`config.mk`:
```
export PLATFORM = sky130hd
export DESIGN_NAME = nand_page_reader
export DESIGN_NICKNAME = d
export VERILOG_FILES = /design/src/rtl/nrd_pkg.sv /design/src/rtl/nrd_rb_sync.sv /design/src/rtl/nrd_strobe.sv /design/src/rtl/nrd_addr_mux.sv /design/src/rtl/nand_page_reader.sv
export SDC_FILE = /design/constraint.sdc
export NUM_CORES = 1
export LEC_CHECK = 0
export ABC_AREA = 1
export BUFFER_PORTS_ARGS = -buffer_cell sky130_fd_sc_hd__buf_2
export CAP_MARGIN = 5
export CORE_MARGIN = 10
export CORE_UTILIZATION = 42
export CTS_CLUSTER_DIAMETER = 200
export DETAILED_ROUTE_END_ITERATION = 6
export PLACE_DENSITY = 0.6
export SLEW_MARGIN = 20
export SYNTH_ARGS = -nofsm -noshare
export SYNTH_HDL_FRONTEND = slang
export SYNTH_HIERARCHICAL = 1
export SYNTH_SLANG_ARGS = --single-unit
```
`constraint.sdc`:
```
create_clock -name clk -period 3.1 [get_ports clk]
set_input_delay 0.62 -clock clk [delete_from_list [all_inputs] [get_ports clk]]
set_output_delay 0.62 -clock clk [all_outputs]
set_load 0.01 [all_outputs]
```
`src/rtl/nrd_pkg.sv`:
```
`timescale 1ns/1ps
// Shared constants and state types for the NAND page read sequencer.
package nrd_pkg;
    localparam logic [7:0] CMD_READ_SETUP = 8'h00;
    localparam logic [7:0] CMD_READ_GO    = 8'h30;
    localparam logic [7:0] CMD_STATUS     = 8'h70;
    localparam int         ADDR_BYTES     = 5;

    typedef enum logic [2:0] {
        ST_IDLE, ST_CMD1, ST_ADDR, ST_CMD2, ST_GUARD, ST_WAIT_RDY, ST_READ
    } seq_state_t;

    typedef enum logic [1:0] {
        PH_IDLE, PH_SETUP, PH_PULSE, PH_HOLD
    } strobe_phase_t;
endpackage

```
`src/rtl/nrd_rb_sync.sv`:
```
`timescale 1ns/1ps
// Multi-flop synchroniser for the device ready/busy line.
// Assumes STAGES >= 2; the chain resets to "ready" (1).
module nrd_rb_sync #(
    parameter int STAGES = 2
) (
    input  logic clk,
    input  logic rst_n,
    input  logic rb_n_async,
    output logic ready
);
    logic [STAGES-1:0] pipe;

    // Shift the asynchronous level through the flop chain.
    always_ff @(posedge clk) begin
        if (!rst_n) pipe <= '1;
        else        pipe <= {pipe[STAGES-2:0], rb_n_async};
    end

    assign ready = pipe[STAGES-1];
endmodule

```
`src/rtl/nrd_strobe.sv`:
```
`timescale 1ns/1ps
// Strobe timing engine: when idle and go is high, runs setup, pulse and
// hold phases of SETUP_CYC, PULSE_CYC and HOLD_CYC cycles; the strobe is
// low during the pulse phase only. Assumes every count is at least 1.
module nrd_strobe
    import nrd_pkg::*;
#(
    parameter int SETUP_CYC = 1,
    parameter int PULSE_CYC = 3,
    parameter int HOLD_CYC  = 1
) (
    input  logic clk,
    input  logic rst_n,
    input  logic go,
    output logic strobe_n,
    output logic capture,
    output logic done
);
    localparam int M1    = (SETUP_CYC > PULSE_CYC) ? SETUP_CYC : PULSE_CYC;
    localparam int MAXC  = (M1 > HOLD_CYC) ? M1 : HOLD_CYC;
    localparam int CNT_W = $clog2(MAXC + 1);

    strobe_phase_t    phase;
    logic [CNT_W-1:0] cnt;

    // Step through the phases, reloading the down-counter at each change.
    always_ff @(posedge clk) begin
        if (!rst_n) begin
            phase <= PH_IDLE;
            cnt   <= '0;
        end else begin
            case (phase)
                PH_IDLE: if (go) begin
                    phase <= PH_SETUP;
                    cnt   <= CNT_W'(SETUP_CYC - 1);
                end
                PH_SETUP: if (cnt == '0) begin
                    phase <= PH_PULSE;
                    cnt   <= CNT_W'(PULSE_CYC - 1);
                end else cnt <= cnt - CNT_W'(1);
                PH_PULSE: if (cnt == '0) begin
                    phase <= PH_HOLD;
                    cnt   <= CNT_W'(HOLD_CYC - 1);
                end else cnt <= cnt - CNT_W'(1);
                default: if (cnt == '0) phase <= PH_IDLE;
                         else cnt <= cnt - CNT_W'(1);
            endcase
        end
    end

    assign strobe_n = (phase != PH_PULSE);
    assign capture  = (phase == PH_PULSE) && (cnt == '0);
    assign done     = (phase == PH_HOLD) && (cnt == '0);

    // Count consecutive low cycles of the strobe for the width check.
    logic [CNT_W:0] low_run;
    always_ff @(posedge clk) begin
        if (!rst_n)        low_run <= '0;
        else if (!strobe_n) low_run <= low_run + (CNT_W+1)'(1);
        else               low_run <= '0;
    end

    // each strobe is low for exactly PULSE_CYC cycles.
    a_r5_pulse_width: assert property (@(posedge clk) disable iff (!rst_n)
        $rose(strobe_n) |-> (low_run == (CNT_W+1)'(PULSE_CYC)));
endmodule

```
`src/rtl/nrd_addr_mux.sv`:
```
`timescale 1ns/1ps
// Selects one address byte per address cycle, byte 0 from the lowest bits.
module nrd_addr_mux #(
    parameter int NBYTES = 5,
    localparam int IDX_W = $clog2(NBYTES)
) (
    input  logic [8*NBYTES-1:0] addr,
    input  logic [IDX_W-1:0]    idx,
    output logic [7:0]          byte_out
);
    logic [7:0] lanes [NBYTES];

    for (genvar g = 0; g < NBYTES; g++) begin : g_lane
        assign lanes[g] = addr[8*g +: 8];
    end

    // Pick the lane for the current address cycle.
    always_comb begin
        byte_out = 8'h00;
        if (32'(idx) < NBYTES) byte_out = lanes[idx];
    end
endmodule

```
`src/rtl/nand_page_reader.sv`:
```
`timescale 1ns/1ps
// NAND page read sequencer. Issues command / five address / confirm write
// cycles, waits for the synchronised ready line, then strobes out bytes into
// a one-entry output register with a valid/ready handshake. Assumes one
// 8-bit device and that nand_rb_n is asynchronous to clk.
module nand_page_reader
    import nrd_pkg::*;
#(
    parameter int LEN_W       = 12,
    parameter int SETUP_CYC   = 1,
    parameter int PULSE_CYC   = 3,
    parameter int HOLD_CYC    = 1,
    parameter int GUARD_CYC   = 4,
    parameter int SYNC_STAGES = 2,
    localparam int ADDR_W     = 8 * ADDR_BYTES
) (
    input  logic              clk,
    input  logic              rst_n,
    input  logic              req_valid,
    output logic              req_ready,
    input  logic              req_status,
    input  logic [ADDR_W-1:0] req_addr,
    input  logic [LEN_W-1:0]  req_len,
    output logic              out_valid,
    input  logic              out_ready,
    output logic [7:0]        out_data,
    output logic              out_last,
    output logic              nand_ce_n,
    output logic              nand_cle,
    output logic              nand_ale,
    output logic              nand_we_n,
    output logic              nand_re_n,
    output logic [7:0]        nand_dq_o,
    output logic              nand_dq_oe,
    input  logic [7:0]        nand_dq_i,
    input  logic              nand_rb_n
);
    localparam int IDX_W  = $clog2(ADDR_BYTES);
    localparam int GCNT_W = $clog2(GUARD_CYC + 1);

    seq_state_t        state;
    logic              status_q;
    logic [ADDR_W-1:0] addr_q;
    logic [LEN_W-1:0]  remain;
    logic [IDX_W-1:0]  idx;
    logic [GCNT_W-1:0] guard;
    logic              rb_ready;
    logic              strb_go, strb_n, strb_capture, strb_done;
    logic              write_phase;
    logic [7:0]        addr_byte;

    nrd_rb_sync #(.STAGES(SYNC_STAGES)) u_sync (
        .clk(clk), .rst_n(rst_n), .rb_n_async(nand_rb_n), .ready(rb_ready)
    );

    nrd_strobe #(.SETUP_CYC(SETUP_CYC), .PULSE_CYC(PULSE_CYC), .HOLD_CYC(HOLD_CYC)) u_strobe (
        .clk(clk), .rst_n(rst_n), .go(strb_go),
        .strobe_n(strb_n), .capture(strb_capture), .done(strb_done)
    );

    nrd_addr_mux #(.NBYTES(ADDR_BYTES)) u_amux (
        .addr(addr_q), .idx(idx), .byte_out(addr_byte)
    );

    assign write_phase = (state == ST_CMD1) || (state == ST_ADDR) || (state == ST_CMD2);
    // Start a strobe for every write cycle, and for a read once the slot is free.
    assign strb_go = write_phase || ((state == ST_READ) && !out_valid);

    // Main sequencer: command, address, confirm, guard, busy wait, data.
    always_ff @(posedge clk) begin
        if (!rst_n) begin
            state    <= ST_IDLE;
            status_q <= 1'b0;
            addr_q   <= '0;
            remain   <= '0;
            idx      <= '0;
            guard    <= '0;
        end else begin
            case (state)
                ST_IDLE: if (req_valid) begin
                    status_q <= req_status;
                    addr_q   <= req_addr;
                    remain   <= req_status ? LEN_W'(1) : req_len;
                    idx      <= '0;
                    state    <= ST_CMD1;
                end
                ST_CMD1: if (strb_done) state <= status_q ? ST_READ : ST_ADDR;
                ST_ADDR: if (strb_done) begin
                    if (idx == IDX_W'(ADDR_BYTES - 1)) state <= ST_CMD2;
                    else idx <= idx + IDX_W'(1);
                end
                ST_CMD2: if (strb_done) begin
                    state <= ST_GUARD;
                    guard <= GCNT_W'(GUARD_CYC - 1);
                end
                ST_GUARD: if (guard == '0) state <= ST_WAIT_RDY;
                          else guard <= guard - GCNT_W'(1);
                ST_WAIT_RDY: if (rb_ready) state <= (remain == '0) ? ST_IDLE : ST_READ;
                ST_READ: if (strb_done) begin
                    remain <= remain - LEN_W'(1);
                    if (remain == LEN_W'(1)) state <= ST_IDLE;
                end
                default: state <= ST_IDLE;
            endcase
        end
    end

    // One-entry output slot loaded on the read strobe's rising edge.
    always_ff @(posedge clk) begin
        if (!rst_n) begin
            out_valid <= 1'b0;
            out_data  <= 8'h00;
            out_last  <= 1'b0;
        end else if ((state == ST_READ) && strb_capture) begin
            out_valid <= 1'b1;
            out_data  <= nand_dq_i;
            out_last  <= (remain == LEN_W'(1));
        end else if (out_ready) begin
            out_valid <= 1'b0;
        end
    end

    // Pin decode from the sequencer state and strobe engine.
    always_comb begin
        nand_dq_o = 8'h00;
        case (state)
            ST_CMD1: nand_dq_o = status_q ? CMD_STATUS : CMD_READ_SETUP;
            ST_ADDR: nand_dq_o = addr_byte;
            ST_CMD2: nand_dq_o = CMD_READ_GO;
            default: nand_dq_o = 8'h00;
        endcase
    end

    assign req_ready  = (state == ST_IDLE);
    assign nand_ce_n  = (state == ST_IDLE);
    assign nand_cle   = (state == ST_CMD1) || (state == ST_CMD2);
    assign nand_ale   = (state == ST_ADDR);
    assign nand_we_n  = write_phase ? strb_n : 1'b1;
    assign nand_re_n  = (state == ST_READ) ? strb_n : 1'b1;
    assign nand_dq_oe = write_phase;

    // a read strobe never overlaps a latch select or the data drive.
    a_r4_read_pins_clear: assert property (@(posedge clk) disable iff (!rst_n)
        !nand_re_n |-> (!nand_cle && !nand_ale && !nand_dq_oe));

    // no read strobe while an untaken byte sits in the slot.
    a_r8_no_re_when_stalled: assert property (@(posedge clk) disable iff (!rst_n)
        !nand_re_n |-> !out_valid);

    // page-read strobes only once the synchronised ready is seen.
    a_r6_no_re_while_busy: assert property (@(posedge clk) disable iff (!rst_n)
        (!nand_re_n && !status_q) |-> rb_ready);

    // a taken request closes the request port and enables the device.
    a_r2_accept_closes: assert property (@(posedge clk) disable iff (!rst_n)
        (req_valid && req_ready) |=> (!req_ready && !nand_ce_n));
endmodule

```
==> flow_metrics.tcl, run 1 <==
set metrics [dict create \
    grt_overflow 0 \
    synth_top_cell_by_area "dfxtp_1" \
    final_common_cell "nand2_1" \
    cts_made_buffers 9 \
    cts.sinks 78 \
    die_x_um 122 \
    outcome "completed" \
    critPathKind "reg -> out" \
    viasPerCell 4.86 \
    drt_iter0_drc 283 \
    grt_pass1_wl_um 19900 \
    netlist_area_sq_um 4410 \
    grt_max_degree 54 \
    cts_tree "yes" \
    r2r_cells 11 \
    critPathLaunchType "register" \
    num-fill-cells 1105 \
    crit_path_top_delay_cell "dfxtp_1" \
    pwr-share-clk_pct 19.7 \
    initial_utilization_pct 42.9 \
    clk_pin_slew_worst_paths_ns 0.08 \
    cap_viol_max_count 0 \
    wl_um 12500 \
    peakVddDrop_mv 0.313 \
    grt_pass1_vias 4151 \
    gp_congestion 0.888 \
    syn_avg_cell_area_sq_um 6.43 \
    cts_root_buf "clkbuf_8" \
    dpl_cell_area_sq_um 4880 \
    slew_violations 0 \
    worstSkewPairLatency_ns 0.36 \
    die_h_um 122 \
    switchingPower_mw 1.76 \
    internal_power_mw 2.16 \
    p_comb_share_pct 45.7 \
    maxSlewHeadroom_pct 37.1 \
    cts_resized 0 \
    synth_fp_nets 769 \
    post-route-drc-count 0 \
    rsz0062_at_grt "false" \
    portBuffers 90 \
    required_ns 2.48 \
    cts_setup_buffers 0 \
    final_layout_size_suffix_gt1_share_pct 17.3 \
    area_growth_pct 15.1 \
    post-route-period-util_pct 85.7 \
    cp-end-kind "output pin" \
    period_minus_slack_ns 2.66 \
    io_pins 91 \
    hold_violations 0 \
    crit_top_cell "nand2_1" \
    hpwl_um 9170 \
    p_leak_nw 2.43 \
    slowest_delay_ns 0.81 \
    wl_per_cell_um 13.9 \
    ys_types 31 \
    ys.warnings.count 6 \
    ys_seq_area_share_pct 35.4 \
    crit_chain "inv_4, nand2_1, nand3_1, nand2_1, nand2_1, nand2_1, nand2_1, o21ai_0, buf_2" \
    setup_tns_ns 0 \
    path_max_fanout 20 \
    diodes 0 \
    synth.top_cell.area_share_pct 35.4 \
    total_power_mw 3.92 \
    pwr-share-seq_pct 34.6 \
    clk_path_buf_depth 2 \
    synth_cells 686 \
    rows 37 \
    swShare_pct 44.9 \
    clock.fmax_mhz 376 \
    whs_path_depth 2 \
    antenna_left 0 \
    crit_arrival_ns 2.04 \
    firstDrtPassIters 4 \
    core_region_area_sq_um 10300 \
    hold_class "reg -> reg" \
    antenna_found_initial 0 \
    cts_htree_levels 3 \
    setup_viol 0 \
    nets 842 \
    hold_buffers 0 \
    track_usage_pct 16.3 \
    die_area_sq_um 15000 \
    num_vias 4373 \
    fin_area_sq_um 5080 \
    fin_worst_skew_ns 0.00965 \
    mostFrequentLayoutCells "nand2_1 (200), inv_1 (93), buf_2 (90), nand3_1 (84), dfxtp_1 (78)" \
    yosys-top-cells-area "dfxtp_1 (35%), nand2_1 (17%), nand3_1 (9.5%)" \
    powerDensity_nw_per_um2 772 \
    tightest_slew_ns 0.942 \
    ys_seq_elements 78 \
]
## kinds of logic after synthesis
logic type | Yosys count | synth area share (%)
AND/OR/NAND/NOR | 346 | 33.9
buffers and inverters | 134 | 12.8
AO/OA/AOI/OAI | 109 | 12.6
flip-flops | 78 | 35.4
adder cells (fa/ha/maj) | 17 | 4.82
XOR/XNOR | 2 | 0.397
## routing by layer
metal,track usage (%),up-vias,routed length [um]
met5,0,-,0
met4,5.96,0,151
met3,3.49,10,630
met2,26.9,96,5800
met1,20.4,1963,5890
li1,-,2304,-
## cell type report
type / count / area (sq um) / area share, %
Multi-Input combinational cell: 474 / 2280 / 45.0
Inverter: 102 / 385 / 7.59
Clock buffer: 9 / 124 / 2.44
Clock inverter: 7 / 73.8 / 1.45
Timing Repair Buffer: 94 / 480 / 9.46
Sequential cell: 78 / 1560 / 30.7
Tap cell: 136 / 170 / 3.35
## through the flow
step | util, % | worst slack (ns) | hold WS (ns) | std cells
after CTS | 49.4 | 0.418 | 0.404 | 900
after floorplan | - | 1.35 | 0.380 | 686
after detailed placement | 47.5 | 0.821 | 0.385 | 884
after global routing | 49.4 | 0.241 | 0.436 | 900
final | 49.4 | 0.443 | 0.405 | 900
after global placement | 47.5 | 0.905 | 0.384 | 884
## path summary, 6_finish.rpt
kind                                      from           endpoint  slack, ns
worst max-delay path                    idx[0]       nand_dq_o[6]       0.44
worst min-delay path            u_sync/pipe[0]     u_sync/pipe[1]       0.40
worst max register to register        state[1]  u_strobe/phase[0]       1.09
worst min register to register  u_sync/pipe[0]     u_sync/pipe[1]       0.40
## power groups by stage
stage / clock, mW / combinational (mW) / sequential, mW
2_1_floorplan: 0 / 1.48 / 1.29
3_3_place_gp: 0 / 1.77 / 1.36
3_5_place_dp: 0 / 1.80 / 1.37
4_1_cts: 0.797 / 1.80 / 1.35
5_1_grt: 0.832 / 2.06 / 1.38
6_report: 0.774 / 1.79 / 1.35
## worst max-delay path, delay by kind of cell (launching register included)
kind                   cells  cell delay, ns
AO/OA/AOI/OAI              1            0.09
buffers and inverters      2            0.37
AND/OR/NAND/NOR            6            0.42
flip-flops                 1            0.81
## flip-flops by register name, indices dropped and copies added, names as in the netlist, 3 cells and up
| register | cells |
|---|---|
| remain | 12 |
| guard | 3 |
| state | 3 |
| out_data | 8 |
| idx | 3 |
| addr_q | 40 |
## Yosys cell counts, drive strengths merged
| cell | count |
|---|---|
| nand2 | 206 |
| inv | 101 |
| nand3 | 85 |
| dfxtp | 78 |
| a21oi | 68 |
| nor2 | 50 |
| o21ai | 33 |
| buf | 19 |
| ha | 17 |
| clkbuf | 13 |
| a31oi | 5 |
| nand4 | 2 |
| nor3 | 2 |
| o22ai | 2 |
| xor2 | 2 |
| clkinv | 1 |
| nand3b | 1 |
| o211ai | 1 |
No activity file was read; power rests on OpenSTA's default activity.
==> run 2: changes to the inputs <==
Settings changed: CORE_UTILIZATION 42 to 35, PLACE_DENSITY 0.6 to 0.52, SYNTH_HIERARCHICAL 1 to not set.
==> flow_metrics.tcl, run 2 <==
set metrics [dict create \
    synth_edf_count 0 \
    grt_overflow 0 \
    whs_path_depth 1 \
    critPathKind "reg -> out" \
    p_leak_nw 2.29 \
    met3_length_um 740 \
    switchingPower_mw 1.61 \
    rsz0062_at_grt "false" \
    largest_reg_flops 40 \
    cts_setup_buffers 0 \
    wl_met1_um 5850 \
    setup_viol 0 \
    die_area_sq_um 16500 \
    dp_cells 807 \
    hold_class "reg -> reg" \
    grt_pass1_wl_um 19100 \
    clock.fmax_mhz 386 \
    final_util_pct 42.5 \
    ys_seq_area_share_pct 37.9 \
    crit_path_top_delay_cell "dfxtp_1" \
    die_x_um 129 \
    antenna_left 0 \
    fin_cells 823 \
    post-route-drc-count 0 \
    cap_viol_max_count 0 \
    ys_types 33 \
    hold_buffers 0 \
    yosys-top-cells-count "nand2_1 (129), a21oi_1 (91), dfxtp_1 (78), o21ai_0 (65)" \
    tightest_slew_ns 0.734 \
    cts.sinks 78 \
    internal_power_mw 2.29 \
    drt_iter0_drc 375 \
    clk_path_buf_depth 2 \
    synth_fp_nets 682 \
    powerDensity_nw_per_um2 800 \
    largestRegisters "addr_q x40, remain x12, out_data x8" \
    r2r_cells 7 \
    cts_made_buffers 9 \
    p_comb_share_pct 39.4 \
    setup_tns_ns 0 \
    netlist_area_sq_um 4120 \
    initial_utilization_pct 36.0 \
    pwr-share-seq_pct 35.5 \
    hold_violations 0 \
    num_vias 3990 \
    yosys-top-cells-area "dfxtp_1 (38%), nand2_1 (12%), a21oi_1 (11%)" \
    critPathLaunchType "register" \
    path_max_fanout 12 \
    crit_top_cell "o21ai_0" \
    portBuffers 90 \
    track_usage_pct 14.1 \
    cts_root_buf "clkbuf_16" \
    cts_htree_levels 3 \
    ys.warnings.count 0 \
    synth_cells 601 \
    core_region_area_sq_um 11500 \
    crit_chain "clkinv_1, a21oi_1, o21ai_0, nand2_1, o21ai_0, o21ai_0, buf_2" \
    slew_violations 0 \
    largest_register "addr_q" \
    nets 756 \
    synth_ff_type "dfxtp_1" \
    crit_arrival_ns 1.97 \
    syn_avg_cell_area_sq_um 6.86 \
    cts_tree "yes" \
    final_layout_size_suffix_gt1_share_pct 19.9 \
    viasPerCell 4.85 \
    area_growth_pct 18.3 \
    clk_pin_slew_worst_paths_ns 0.06 \
    synthArstFlopShare_pct 0 \
    ys_seq_elements 78 \
    synth_most_common_cell "nand2_1" \
    wl_per_cell_um 14.1 \
    rows 39 \
    firstDrtPassIters 5 \
    post-route-period-util_pct 83.6 \
    cts_resized 0 \
    die_h_um 129 \
    synth.top_cell.area_share_pct 37.9 \
    wl_um 11600 \
    grt_max_degree 61 \
    hold_slack_ns 0.419 \
    peakVddDrop_mv 0.262 \
    io_pins 91 \
    pwr-share-clk_pct 25.1 \
    grt_pass1_vias 3879 \
    wl_met2_um 4820 \
    hpwl_um 8580 \
    period_minus_slack_ns 2.59 \
    worstSkewPairLatency_ns 0.34 \
    gp_congestion 0.851 \
    top_layer_used "met4" \
    r2r_slack_ns 1.06 \
    mostFrequentLayoutCells "nand2_1 (129), a21oi_1 (91), buf_2 (90), dfxtp_1 (78), o21ai_0 (65)" \
    cp-end-kind "output pin" \
    required_ns 2.48 \
    synth_top_cell_by_area "dfxtp_1" \
    fin_area_sq_um 4880 \
    dpl_cell_area_sq_um 4600 \
    maxSlewHeadroom_pct 51.0 \
    outcome "completed" \
    final_common_cell "nand2_1" \
    slowest_delay_ns 0.55 \
    antenna_found_initial 0 \
    diodes 0 \
    swShare_pct 41.2 \
    fin_worst_skew_ns 0.00739 \
]
==> run 2: cell types whose count changed after synthesis, moves of 12 or more <==
cell	before	now
a21oi_1	68	91
inv_1	93	56
o21ai_1	4	16
o21ai_0	29	65
nor2_1	44	56
nand3_1	84	19
nand2_1	200	129
==> run 2: power by group through the flow <==
stage | registers, mW | clock network (mW) | logic, mW
6_report | 1.38 | 0.980 | 1.54
5_1_grt | 1.41 | 1.07 | 1.79
4_1_cts | 1.38 | 1.01 | 1.55
3_5_place_dp | 1.40 | 0 | 1.54
3_3_place_gp | 1.40 | 0 | 1.53
2_1_floorplan | 1.35 | 0 | 1.24
==> run 2: per-stage QoR <==
step / total power [mW] / worst slack (ns)
2_1_floorplan: 2.59 / 1.26
3_3_place_gp: 2.93 / 0.928
3_5_place_dp: 2.94 / 0.869
4_1_cts: 3.94 / 0.496
5_1_grt: 4.27 / 0.268
6_report: 3.90 / 0.509
==> run 2: cell type report <==
cell class                      instances  area (sq um)
Clock buffer                           10           229
Clock inverter                          6          46.3
Fill cell                            1185          6590
Inverter                               66           248
Multi-Input combinational cell        427          2140
Sequential cell                        78          1560
Tap cell                              143           179
Timing Repair Buffer                   93           473
==> run 2: path summary, 6_finish.rpt <==
check	from	endpoint
max reg2reg	state[1]	remain[9]
min reg2reg	u_sync.pipe[0]	u_sync.pipe[1]
min	u_sync.pipe[0]	u_sync.pipe[1]
max	idx[1]	nand_dq_o[6]
==> run 2: critical path: cells and delay by family, from the launching register on <==
kind | cells | cell delay, ns
and+or+nand+nor | 1 | 0.07
AOI/OAI and AO/OA | 4 | 0.51
buffers and inverters | 2 | 0.50
DFF | 1 | 0.55
==> run 2: cell families (layout without fill, tap and decap cells) <==
kind of cell / count (synthesis) / after routing / share of synthesized area (%)
AOI/OAI and AO/OA: 186 / 186 / 23.6
adders and majority gates: 15 / 15 / 4.55
buffers and inverters: 96 / 175 / 10.2
and+or+nand+nor: 225 / 225 / 23.6
DFF: 78 / 78 / 37.9
xor gates and xnor gates: 1 / 1 / 0.212
==> run 2: routing by layer <==
layer	GRT usage (%)	vias up
met1	19.4	1763
met2	20.2	97
li1	-	2117
met5	0	-
met3	4.15	13
met4	5.17	0
==> run 3: changes to the inputs <==
Clock period 3.1 ns to 2.4 ns, I/O delays scaled along.
==> flow_metrics.tcl, run 3 (same netlist as run 2, synthesis figures left out) <==
set metrics [dict create \
    largest_register "addr_q" \
    tightest_slew_ns 0.638 \
    area_growth_pct 21.8 \
    maxSlewHeadroom_pct 57.3 \
    cts_root_buf "clkbuf_16" \
    path_max_fanout 10 \
    largest_reg_flops 40 \
    diodes 0 \
    die_area_sq_um 16500 \
    viasPerCell 4.86 \
    core_region_area_sq_um 11500 \
    initial_utilization_pct 36.0 \
    setup_tns_ns 0 \
    setup_viol 0 \
    hold_slack_ns 0.325 \
    grt_max_degree 49 \
    slew_violations 0 \
    post-route-drc-count 0 \
    largestRegisters "addr_q x40, remain x12, out_data x8" \
    firstDrtPassIters 5 \
    crit_arrival_ns 1.75 \
    dp_cells 809 \
    antenna_found_initial 0 \
    gp_congestion 0.870 \
    clk_pin_slew_worst_paths_ns 0.06 \
    die_h_um 129 \
    required_ns 1.92 \
    p_comb_share_pct 36.6 \
    grt_overflow 0 \
    nets 759 \
    cap_viol_max_count 0 \
    final_layout_size_suffix_gt1_share_pct 20.9 \
    switchingPower_mw 2.07 \
    wl_um 11500 \
    rows 39 \
    fin_cells 826 \
    hold_violations 0 \
    hold_class "in -> reg" \
    grt_pass1_vias 3922 \
    cp-end-kind "output pin" \
    wl_per_cell_um 13.9 \
    track_usage_pct 14.0 \
    pwr-share-seq_pct 32.8 \
    rsz0062_at_grt "false" \
    num-fill-cells 1206 \
    die_x_um 129 \
    outcome "completed" \
    drt_iter0_drc 389 \
    fin_worst_skew_ns 0.00801 \
    clk_path_buf_depth 2 \
    post-route-period-util_pct 93.1 \
    num_vias 4013 \
    hpwl_um 8680 \
    grt_pass1_wl_um 19100 \
    swShare_pct 37.8 \
    p_leak_nw 2.35 \
    period_minus_slack_ns 2.23 \
    peakVddDrop_mv 0.421 \
    cts.sinks 78 \
    cts_tree "yes" \
    pwr-share-clk_pct 30.6 \
    critPathKind "reg -> out" \
    io_pins 91 \
    clock.fmax_mhz 448 \
    antenna_left 0 \
    portBuffers 90 \
    critPathLaunchType "register" \
    powerDensity_nw_per_um2 1090 \
    cts_made_buffers 9 \
    final_util_pct 43.8 \
    internal_power_mw 3.41 \
    cts_htree_levels 3 \
    worstSkewPairLatency_ns 0.34 \
    mostFrequentLayoutCells "nand2_1 (129), a21oi_1 (91), buf_2 (90), dfxtp_1 (76), o21ai_0 (65)" \
    final_common_cell "nand2_1" \
]
run 3: repair_timing:
action	in CTS	in global routing
pin swaps	0	0
setup buffers	0	1
hold buffers	0	0
gates resized for setup	1	5
setup endpoints to repair	1	7
hold endpoints to repair	0	0
run 3: power groups by stage:
stage	registers (mW)	logic, mW	clock network, mW
finish	1.80	2.00	1.68
global route	1.84	2.32	1.77
CTS	1.79	2.02	1.72
detailed placement	1.82	2.00	0
global placement	1.81	1.98	0
floorplan	1.75	1.60	0
run 3: per-stage QoR:
step / worst slack (ns) / cell area [sq um] / total power [mW]
2_1_floorplan: 0.700 / 4120 / 3.34
3_3_place_gp: 0.390 / 4630 / 3.79
3_5_place_dp: 0.361 / 4630 / 3.82
4_1_cts: 0.0754 / 5000 / 5.53
5_1_grt: 0.0230 / 5020 / 5.93
6_report: 0.167 / 5020 / 5.48
run 3: critical path: stages, from the launching register on:
cell	delay (ns)
dfxtp_4	0.38
nor2_1	0.39
nand2_1	0.10
a21oi_1	0.13
o21ai_0	0.09
o21ai_0	0.14
buf_2	0.19
run 3: metal layers:
metal	GRT usage [%]	part of all wire (%)	wire [um]
met3	3.57	6.0	690
met1	19.3	50	5770
met4	5.63	1.5	172
met5	0	0	0
met2	20.3	42	4840
run 3: path summary, 6_finish.rpt:
| kind | from | to | slack, ns | depth (start not counted) |
|---|---|---|---|---|
| max | idx[0] | nand_dq_o[6] | 0.17 | 6 |
| min | nand_rb_n | u_sync.pipe[0] | 0.33 | 2 |
| max reg2reg | state[0] | out_last | 0.43 | 7 |
| min reg2reg | u_sync.pipe[0] | u_sync.pipe[1] | 0.41 | 1 |
run 3: final cells by class:
class | count | area, sq um | share of cell area [%]
Clock buffer | 9 | 225 | 4.48
Clock inverter | 7 | 145 | 2.89
Inverter | 66 | 253 | 5.03
Multi-Input combinational cell | 427 | 2150 | 42.7
Sequential cell | 78 | 1570 | 31.2
Tap cell | 143 | 179 | 3.56
Timing Repair Buffer | 96 | 508 | 10.1
